### config.mk
export PLATFORM = sky130hd
export DESIGN_NAME = lpt_printer_port
export DESIGN_NICKNAME = d
export VERILOG_FILES = /design/src/rtl/lpt_pkg.sv /design/src/rtl/lpt_bus_decode.sv /design/src/rtl/lpt_host_regs.sv /design/src/rtl/lpt_printer_fsm.sv /design/src/rtl/lpt_irq_ctrl.sv /design/src/rtl/lpt_printer_port.sv
export SDC_FILE = /design/constraint.sdc
export NUM_CORES = 1
export LEC_CHECK = 0
export BUFFER_PORTS_ARGS = -buffer_cell sky130_fd_sc_hd__buf_4
export CELL_PAD_IN_SITES_DETAIL_PLACEMENT = 0
export CELL_PAD_IN_SITES_GLOBAL_PLACEMENT = 1
export CORE_MARGIN = 2
export CORE_UTILIZATION = 35
export DETAILED_ROUTE_END_ITERATION = 8
export HOLD_SLACK_MARGIN = 0.08
export MAX_ROUTING_LAYER = met4
export PLACE_DENSITY_LB_ADDON = 0.1
export SETUP_SLACK_MARGIN = 0.05
export SYNTH_ARGS = -nofsm -noshare
export SYNTH_HDL_FRONTEND = slang
export SYNTH_SLANG_ARGS = --single-unit
### constraint.sdc
create_clock -name clk -period 1.6 [get_ports clk]
set_input_delay 0.16 -clock clk [delete_from_list [all_inputs] [get_ports clk]]
set_output_delay 0.16 -clock clk [all_outputs]
set_load 0.01 [all_outputs]
### src/rtl/lpt_pkg.sv
package lpt_pkg;
    localparam int BYTE_W = 8;
    localparam int OFS_W  = 3;

    localparam logic [OFS_W-1:0] OFS_DATA = 3'd0;
    localparam logic [OFS_W-1:0] OFS_COND = 3'd1;
    localparam logic [OFS_W-1:0] OFS_CMD  = 3'd2;

    // condition byte bit positions
    localparam int CB_BUSY_N  = 7;
    localparam int CB_ACK     = 6;
    localparam int CB_PAPER   = 5;
    localparam int CB_ONLINE  = 4;
    localparam int CB_ERROR_N = 3;

    // command byte bit positions
    localparam int CM_IRQ_EN = 4;
    localparam int CM_SELECT = 3;
    localparam int CM_INIT_N = 2;
    localparam int CM_STROBE = 0;

    localparam logic [BYTE_W-1:0] COND_READY = 8'hD8;
    localparam logic [BYTE_W-1:0] CMD_RESET  = 8'h0C;
    localparam logic [BYTE_W-1:0] OPEN_READ  = 8'hFF;

    typedef enum logic [1:0] {
        HS_READY   = 2'd0,
        HS_TAKEN   = 2'd1,
        HS_ACK_LOW = 2'd2
    } hs_state_e;

    typedef struct packed {
        logic data_wr;
        logic cmd_wr;
        logic data_rd;
        logic cond_rd;
        logic cmd_rd;
    } bus_ev_t;
endpackage

### src/rtl/lpt_bus_decode.sv
module lpt_bus_decode
    import lpt_pkg::*;
#(
    parameter int ADDR_W = 16
) (
    input  logic [ADDR_W-1:0] bus_addr,
    input  logic              bus_wr,
    input  logic              bus_rd,
    input  logic [BYTE_W-1:0] data_q,
    input  logic [BYTE_W-1:0] cond_byte,
    input  logic [BYTE_W-1:0] cmd_q,
    output bus_ev_t           ev,
    output logic [BYTE_W-1:0] bus_rdata
);
    logic [OFS_W-1:0] ofs;
    logic             rd_only;

    assign ofs     = bus_addr[OFS_W-1:0];
    assign rd_only = bus_rd && !bus_wr;

    generate
        if (ADDR_W > OFS_W) begin : g_hi
            logic unused_hi;
            assign unused_hi = ^bus_addr[ADDR_W-1:OFS_W];
        end
    endgenerate

    always_comb begin
        ev         = '0;
        ev.data_wr = bus_wr  && (ofs == OFS_DATA);
        ev.cmd_wr  = bus_wr  && (ofs == OFS_CMD);
        ev.data_rd = rd_only && (ofs == OFS_DATA);
        ev.cond_rd = rd_only && (ofs == OFS_COND);
        ev.cmd_rd  = rd_only && (ofs == OFS_CMD);
    end

    always_comb begin
        unique case (ofs)
            OFS_DATA: bus_rdata = data_q;
            OFS_COND: bus_rdata = cond_byte;
            OFS_CMD:  bus_rdata = cmd_q;
            default:  bus_rdata = OPEN_READ;
        endcase
    end

    AST_SINGLE_EVENT: assert final ($onehot0(ev)) else $error("decode raised two events");
endmodule

### src/rtl/lpt_host_regs.sv
module lpt_host_regs
    import lpt_pkg::*;
(
    input  logic              clk,
    input  logic              rst,
    input  bus_ev_t           ev,
    input  logic [BYTE_W-1:0] bus_wdata,
    output logic [BYTE_W-1:0] data_q,
    output logic [BYTE_W-1:0] cmd_q
);
    always_ff @(posedge clk) begin
        if (rst) begin
            data_q <= '0;
            cmd_q  <= CMD_RESET;
        end else begin
            if (ev.data_wr) data_q <= bus_wdata;
            if (ev.cmd_wr)  cmd_q  <= bus_wdata;
        end
    end

    AST_DATA_HOLDS: assert property (@(posedge clk) disable iff (rst)
        !ev.data_wr |=> $stable(data_q)) else $error("data changed without write");
    AST_CMD_HOLDS: assert property (@(posedge clk) disable iff (rst)
        !ev.cmd_wr |=> $stable(cmd_q)) else $error("command changed without write");
endmodule

### src/rtl/lpt_printer_fsm.sv
module lpt_printer_fsm
    import lpt_pkg::*;
(
    input  logic              clk,
    input  logic              rst,
    input  bus_ev_t           ev,
    input  logic [BYTE_W-1:0] bus_wdata,
    input  logic              old_strobe,
    input  logic [BYTE_W-1:0] data_q,
    output logic [BYTE_W-1:0] cond_byte,
    output logic              out_valid,
    output logic [BYTE_W-1:0] out_data
);
    hs_state_e state_q, state_d;
    logic      init_wr, accept_wr, step_rd, emit;

    assign init_wr   = ev.cmd_wr && !bus_wdata[CM_INIT_N];
    assign accept_wr = ev.cmd_wr && bus_wdata[CM_INIT_N] && bus_wdata[CM_SELECT]
                       && bus_wdata[CM_STROBE];
    assign step_rd   = ev.cond_rd && !old_strobe;
    assign emit      = accept_wr && !old_strobe;

    // state register
    always_ff @(posedge clk) begin
        if (rst) state_q <= HS_READY;
        else     state_q <= state_d;
    end

    // transitions: Init, Accept, AckDrop, Release
    always_comb begin
        state_d = state_q;
        if (init_wr) begin
            state_d = HS_READY;
        end else begin
            unique case (state_q)
                HS_READY:   if (accept_wr) state_d = HS_TAKEN;
                HS_TAKEN:   if (step_rd)   state_d = HS_ACK_LOW;
                HS_ACK_LOW: if (step_rd)   state_d = HS_READY;
                default:                   state_d = HS_READY;
            endcase
        end
    end

    // outputs
    always_comb begin
        cond_byte             = '0;
        cond_byte[CB_ONLINE]  = 1'b1;
        cond_byte[CB_ERROR_N] = 1'b1;
        cond_byte[CB_PAPER]   = 1'b0;
        unique case (state_q)
            HS_READY:   begin cond_byte[CB_BUSY_N] = 1'b1; cond_byte[CB_ACK] = 1'b1; end
            HS_TAKEN:   begin cond_byte[CB_BUSY_N] = 1'b0; cond_byte[CB_ACK] = 1'b1; end
            HS_ACK_LOW: begin cond_byte[CB_BUSY_N] = 1'b0; cond_byte[CB_ACK] = 1'b0; end
            default:    begin cond_byte[CB_BUSY_N] = 1'b1; cond_byte[CB_ACK] = 1'b1; end
        endcase
    end

    always_ff @(posedge clk) begin
        if (rst) begin
            out_valid <= 1'b0;
            out_data  <= '0;
        end else begin
            out_valid <= emit;
            if (emit) out_data <= data_q;
        end
    end

    AST_INIT_READY: assert property (@(posedge clk) disable iff (rst)
        init_wr |=> cond_byte == COND_READY) else $error("init did not restore");
    AST_BUSY_CLEARED: assert property (@(posedge clk) disable iff (rst)
        accept_wr |=> !cond_byte[CB_BUSY_N]) else $error("busy not cleared");
    AST_BUSY_IMPLIES_ACK: assert property (@(posedge clk) disable iff (rst)
        cond_byte[CB_BUSY_N] |-> cond_byte[CB_ACK]) else $error("busy without ack");
    AST_NO_STEP_WITH_STROBE: assert property (@(posedge clk) disable iff (rst)
        (ev.cond_rd && old_strobe) |=> $stable(cond_byte)) else $error("stepped with strobe high");
endmodule

### src/rtl/lpt_irq_ctrl.sv
module lpt_irq_ctrl
    import lpt_pkg::*;
(
    input  logic              clk,
    input  logic              rst,
    input  bus_ev_t           ev,
    input  logic [BYTE_W-1:0] bus_wdata,
    input  logic              old_irq_en,
    output logic              irq
);
    logic pend_q, raise;

    assign raise = ev.cmd_wr && bus_wdata[CM_INIT_N] && bus_wdata[CM_SELECT]
                   && !bus_wdata[CM_STROBE] && old_irq_en;

    always_ff @(posedge clk) begin
        if (rst)             pend_q <= 1'b0;
        else if (ev.cond_rd) pend_q <= 1'b0;
        else if (raise)      pend_q <= 1'b1;
    end

    assign irq = pend_q;

    AST_READ_CLEARS: assert property (@(posedge clk) disable iff (rst)
        ev.cond_rd |=> !irq) else $error("irq survived condition read");
    AST_RISE_NEEDS_EN: assert property (@(posedge clk) disable iff (rst)
        $rose(irq) |-> $past(old_irq_en)) else $error("irq raised without old enable");
endmodule

### src/rtl/lpt_printer_port.sv
module lpt_printer_port
    import lpt_pkg::*;
#(
    parameter int ADDR_W = 16
) (
    input  logic              clk,
    input  logic              rst,
    input  logic [ADDR_W-1:0] bus_addr,
    input  logic              bus_wr,
    input  logic              bus_rd,
    input  logic [7:0]        bus_wdata,
    output logic [7:0]        bus_rdata,
    output logic              out_valid,
    output logic [7:0]        out_data,
    output logic              irq
);
    bus_ev_t           ev;
    logic [BYTE_W-1:0] data_q, cmd_q, cond_byte;

    lpt_bus_decode #(.ADDR_W(ADDR_W)) u_decode (
        .bus_addr (bus_addr),
        .bus_wr   (bus_wr),
        .bus_rd   (bus_rd),
        .data_q   (data_q),
        .cond_byte(cond_byte),
        .cmd_q    (cmd_q),
        .ev       (ev),
        .bus_rdata(bus_rdata)
    );

    lpt_host_regs u_regs (
        .clk      (clk),
        .rst      (rst),
        .ev       (ev),
        .bus_wdata(bus_wdata),
        .data_q   (data_q),
        .cmd_q    (cmd_q)
    );

    lpt_printer_fsm u_fsm (
        .clk       (clk),
        .rst       (rst),
        .ev        (ev),
        .bus_wdata (bus_wdata),
        .old_strobe(cmd_q[CM_STROBE]),
        .data_q    (data_q),
        .cond_byte (cond_byte),
        .out_valid (out_valid),
        .out_data  (out_data)
    );

    lpt_irq_ctrl u_irq (
        .clk       (clk),
        .rst       (rst),
        .ev        (ev),
        .bus_wdata (bus_wdata),
        .old_irq_en(cmd_q[CM_IRQ_EN]),
        .irq       (irq)
    );

    AST_EMIT_ONE_CYCLE: assert property (@(posedge clk) disable iff (rst)
        out_valid |=> !out_valid) else $error("emit pulse longer than one cycle");
    AST_EMIT_CAUSE: assert property (@(posedge clk) disable iff (rst)
        out_valid |-> $past(bus_wr && bus_addr[2:0] == 3'd2 && bus_wdata[0]
                            && bus_wdata[3] && bus_wdata[2]))
        else $error("emit without strobe write");
    AST_EMIT_DATA: assert property (@(posedge clk) disable iff (rst)
        out_valid |-> out_data == $past(data_q)) else $error("emitted wrong byte");
endmodule

==> impl_metrics.toml, run 1 <==
[clocking]
htreeDepth = 1
clkSlewWorstSetupHoldPaths_ps = 90
cts_tree = "yes"
clk_latency_ps = 270
cts.sinks = 28
cts_buffers = 3
cts_root_buf = "clkbuf_8"
clock_path_buffers = 2
cts_setup_buffers = 0

[finish]
fin_nets = 222
synthToLayoutAreaGrowth_pct = 30.40
final_util_pct = 47.42
fin_cells = 236
final_area_um2 = 1723
drive_above_1_share_pct = 27.13
num_antenna_cells = 0

[floorplan]
row_count = 22
io_pins = 46
fp.dieH_um = 65.44
initial_core_util_pct = 36.36
core_area_um2 = 3633
die_area_um2 = 4282
floorplan.die.width_um = 65.44

[sta]
skew_ps = 1.507
rsz0062_at_grt = "yes"
fin_crit_sh_pct = 91.32
drv_slew = 0
max_slew_margin_pct = 73.16
fin_crit_ps = 1461
setup_viol = 0
holdWs_ps = 132.5
fin_setup_tns_ps = 0
worstMarginPinSlew_ps = 401.3
fmax_mhz = 684.4
hold_viol = 0

[worst_setup_path]
r2r-start = "u_fsm.state_q[0]"
critPathLaunchType = "flop"
endpoint_kind = "output port"
worstPathMaxFanout = 4
cp.required_ps = 1440
reg2regPathDepth = 5
r2r-end = "u_fsm.state_q[0]"
critPathKind = "reg2out"
critical_path_arrival_ps = 1300
regToRegSetupSlack_ps = 420

[synth]
synth_cell_types = 27
synth-seq-area-share_pct = 42.42
synth_area_per_cell_um2 = 8.524
synth_seq_cells = 28
synthTopCellsByCount = "nand2_1, dfxtp_1, a21oi_1"
syn_inst = 155
synth_top_flop_cell = "dfxtp_1"
synth_edf_count = 0
synth_warnings = 0
synthArstFlopShare_pct = 0
syn_area_um2 = 1321
ys_top_cells_by_area = "dfxtp_1, nand2_1, mux2i_1"
synth_top_cell_by_area = "dfxtp_1"
synth_top_area_share_pct = 42.42
synth_most_common_cell = "nand2_1"
syn-num-nets = 188

[grt]
grt_pass1_vias = 1190
grt_pass1_wl_um = 5271
globalRouteOverflowTotal = 0
grt_usage_pct = 16.36
grt_max_degree = 28
antenna_found_initial = 0

[run_status]
status = "finished clean"

[power]
vdd_ir_drop_max_v = 0.0004172
intPower_uw = 1037
leakagePower_uw = 0.0006720
clkPwrFrac_pct = 31.5
switching_share_pct = 25.01
p_sw_uw = 345.7
power.density_nw_per_um2 = 802.3
seqPwrFrac_pct = 53.0
combPwrFrac_pct = 15.5

[placed_design]
io_buffers = 32
routabilityCongestion = 0.6994
dpl.hpwl_um = 2302
dpl_cell_area_um2 = 1639
dp.cells = 232

[detailed_routing]
vias = 1164
vias_per_cell = 4.932
wl_um = 3160
drtPass1Iterations = 4
ant_nets = 0
drcViolationCount = 0
drt_iter0_markers = 31
wl_per_cell_um = 13.39

[worst_hold_path]
min_to = "u_regs.cmd_q[3]"
hp-class = "in2reg"
whs_path_depth = 3
min_from = "bus_wdata[3]"

[run]
cap_violations = 0
power groups by stage:
| stage | Sequential [uW] | Combinational [uW] | Clock (uW) |
|---|---|---|---|
| floorplan | 740 | 118 | 0 |
| global placement | 742 | 197 | 0 |
| detailed placement | 743 | 203 | 0 |
| CTS | 729 | 204 | 455 |
| global route | 736 | 236 | 480 |
| finish | 732 | 214 | 436 |
per-stage QoR:
stage / setup slack [ps] / total power, uW
finish: 138.9 / 1382
global route: 68.64 / 1452
CTS: 62.73 / 1388
detailed placement: 178.2 / 946.5
global placement: 241.6 / 939.8
floorplan: 366.3 / 857.9
registers in the layout, summed over array words and instances (netlist names):
name / cells
u_fsm.out_data: 8
u_regs.data_q: 8
u_irq.irq: 1
u_fsm.state_q: 2
u_regs.cmd_q: 8
u_fsm.out_valid: 1
per-layer routing:
metal | vias up | part of all wire [%] | track usage, %
met5 | - | 0 | -
met4 | 0 | 1.1 | 5.469
met3 | 4 | 4.9 | 2.226
met2 | 33 | 49 | 28.19
met1 | 539 | 45 | 19.74
li1 | 588 | - | -
cells in the final DEF, fill, tap and decap left out, drive strengths merged:
cell type / n
nand2b: 7
nor2b: 4
buf: 37
o21ai: 3
and4b: 1
nand3b: 4
o32ai: 1
inv: 3
nand4bb: 2
clkbuf: 4
nor3: 2
o22ai: 4
mux2i: 12
nor2: 11
nand2: 37
nor4: 1
nor4bb: 1
a21oi: 16
nand3: 1
ha: 5
a211o: 1
dfxtp: 28
nor4b: 1
mux2: 2
how the worst max path moves through the flow:
stage | start | end | slack (ps) | depth (start not counted)
2_1_floorplan | bus_addr[0] | u_fsm.out_data[0] | 370 | 4
3_3_place_gp | bus_addr[0] | u_fsm.state_q[1] | 240 | 6
3_5_place_dp | bus_addr[0] | u_fsm.state_q[0] | 180 | 6
4_1_cts | u_fsm.state_q[0] | bus_rdata[7] | 60 | 6
5_1_grt | u_fsm.state_q[0] | bus_rdata[7] | 70 | 6
6_report | u_fsm.state_q[1] | bus_rdata[7] | 140 | 6
worst max-delay path, stage by stage, from the launching register on:
cell      delay, ps
dfxtp_4         380
inv_4            50
ha_4            250
nand3b_1         70
o21ai_1          90
nand2b_1         80
buf_6           120
timing repair:
item | 4_1_cts | 5_1_grt
resized for setup | 2 | 9
hold buffers | 0 | 0
endpoints found under the hold margin | 0 | 0
setup endpoints to repair | 1 | 1
cells by family (layout without fill, tap and decap cells):
logic type                 count (synthesis)  count (layout)  synth area share (%)
muxes                                     14              14                 10.80
buffers and inverters                     11              44                 3.314
and+or+nand+nor                           72              72                 28.31
adders and majority gates                  5               5                 4.735
AOI/OAI and AO/OA                         25              25                 10.42
DFF                                       28              28                 42.42
final cells by class:
type                       instances  area [um^2]
sequential                        28        568.0
fill                             383         1911
clock buffer                       4        55.05
tap                               48        60.06
inverter                           3        16.27
timing repair buffer              37        294.0
multi-input combinational        116        729.5
(Power assumes the default switching activity.)
==> run 2, diff against run 1 <==
==> constraint.sdc (replaced) <==
create_clock -name clk -period 1.6 [get_ports clk]
set_input_delay 0.32 -clock clk [delete_from_list [all_inputs] [get_ports clk]]
set_output_delay 0.32 -clock clk [all_outputs]
set_load 0.01 [all_outputs]
==> impl_metrics.toml, run 2 (same netlist as run 1, synthesis figures left out) <==
[run_status]
status = "finished clean"

[placed_design]
io_buffers = 32
routabilityCongestion = 0.7379
dpl_cell_area_um2 = 1669
dpl.hpwl_um = 2373

[detailed_routing]
vias_per_cell = 4.951
drcViolationCount = 0
ant_nets = 0
drtPass1Iterations = 4
wl_per_cell_um = 13.61
drt_iter0_markers = 27
vias = 1208
wl_um = 3322

[power]
vdd_ir_drop_max_v = 0.0004034
power.density_nw_per_um2 = 757.4
p_total_uw = 1357
leakagePower_uw = 0.0007122

[sta]
fmax_mhz = 627.0
worstMarginPinSlew_ps = 520.3
hold_viol = 0
setup_viol = 0
skew_ps = 1.967
drv_slew = 0
max_slew_margin_pct = 64.84
rsz0062_at_grt = "yes"
fin_crit_sh_pct = 99.68
fin_crit_ps = 1595

[finish]
final_cell_mix = "buf_4, nand2_1, dfxtp_1"
drive_above_1_share_pct = 30.61
synthToLayoutAreaGrowth_pct = 35.61
num_antenna_cells = 0
layout_commonest_cell = "buf_4"
final.fill_count = 381
fin_nets = 231
final_area_um2 = 1792
reg_top3 = "u_fsm.out_data: 8 flops, u_regs.cmd_q: 8 flops, u_regs.data_q: 8 flops"

[worst_setup_path]
path_cells = "inv_4 -> ha_4 -> nand3b_1 -> o21ai_1 -> nand2b_1 -> buf_6"
critPathKind = "reg2out"
endpoint_kind = "output port"
slowest_stage = "dfxtp_2"
reg2regPathDepth = 6
critPathLaunchType = "flop"
critical_path_arrival_ps = 1270
max_stage_delay_ps = 370
worstPathMaxFanout = 2
cp.required_ps = 1280

[floorplan]
row_count = 22
initial_core_util_pct = 36.36
core_area_um2 = 3633
io_pins = 46
die_area_um2 = 4282
fp.dieH_um = 65.44
floorplan.die.width_um = 65.44

[grt]
grt_usage_pct = 16.77
globalRouteOverflowTotal = 0
antenna_found_initial = 0
grt_max_degree = 28
grt_pass1_vias = 1212
grt_pass1_wl_um = 5499

[clocking]
cts.sinks = 28
cts_root_buf = "clkbuf_8"
clk_latency_ps = 270
hold_buffers = 0
cts_buffers = 3
cts_tree = "yes"
clkSlewWorstSetupHoldPaths_ps = 90
clock_path_buffers = 2
htreeDepth = 1

[worst_hold_path]
hp-class = "in2reg"
whs_path_depth = 3

[run]
cap_violations = 0
==> run 2: cell types whose count changed in the layout (fill, tap and decap cells not counted) <==
cell	delta
dfxtp_2	+2
dfxtp_4	-2
o21ai_0	-1
ha_1	-1
ha_4	+1
buf_4	+7
buf_6	+2
clkbuf_8	-1
o21ai_1	+1
==> run 2: layer usage <==
layer,track usage (%),vias up,part of all wire [%]
met2,27.93,19,49
met1,21.24,578,47
li1,-,607,-
met4,4.688,0,1.2
met5,-,-,0
met3,2.568,4,2.9
==> run 2: layout make-up <==
type	instances	area [um^2]	area share (%)
sequential	28	563.0	31.42
inverter	3	16.27	0.9078
timing repair buffer	46	369.1	20.60
tap	48	60.06	3.352
multi-input combinational	116	742.0	41.41
clock buffer	3	41.29	2.304
==> run 2: power by group <==
| group | leakage [uW] | switching, uW | internal, uW |
|---|---|---|---|
| logic | 0.000463 | 128 | 125 |
| registers | 0.000227 | 14.5 | 714 |
| clock network | 0.0000216 | 206 | 169 |
| total | 0.000712 | 349 | 1010 |
==> run 2: what timing repair did <==
action | 4_1_cts | 5_1_grt
cloned | 0 | 0
gates resized for setup | 14 | 0
setup endpoints to repair | 2 | 2
setup buffers | 4 | 1
pin swaps | 4 | 1
hold endpoints to repair | 0 | 0
==> run 2: critical path, delay by kind of cell (launching register included) <==
| kind | cells | cell delay, ps |
|---|---|---|
| flops | 1 | 370 |
| fa+ha+maj | 1 | 250 |
| buf+inv | 2 | 170 |
| simple gates | 2 | 140 |
| compound gates | 1 | 80 |
==> run 2: path summary, 6_finish.rpt <==
| path | start | to | slack (ps) |
|---|---|---|---|
| worst max-delay path | u_fsm.state_q[1] | bus_rdata[7] | 5 |
| worst min-delay path | bus_wdata[3] | u_regs.cmd_q[3] | 290 |
| worst max register to register | u_fsm.state_q[1] | u_fsm.state_q[0] | 320 |
| worst min register to register | u_regs.cmd_q[6] | u_regs.cmd_q[6] | 460 |
==> run 2: metrics by stage <==
step	setup TNS [ps]	setup slack (ps)	cells	util, %	hold slack, ps
after floorplan	0	206.3	155	-	432.9
after global placement	0	77.94	236	45.94	439.1
after detailed placement	0	18.49	236	45.94	446.8
after CTS	-14.83	-14.83	243	49.10	274.4
after global routing	-129.9	-86.53	244	49.31	287.3
final	0	5.099	244	49.31	286.0
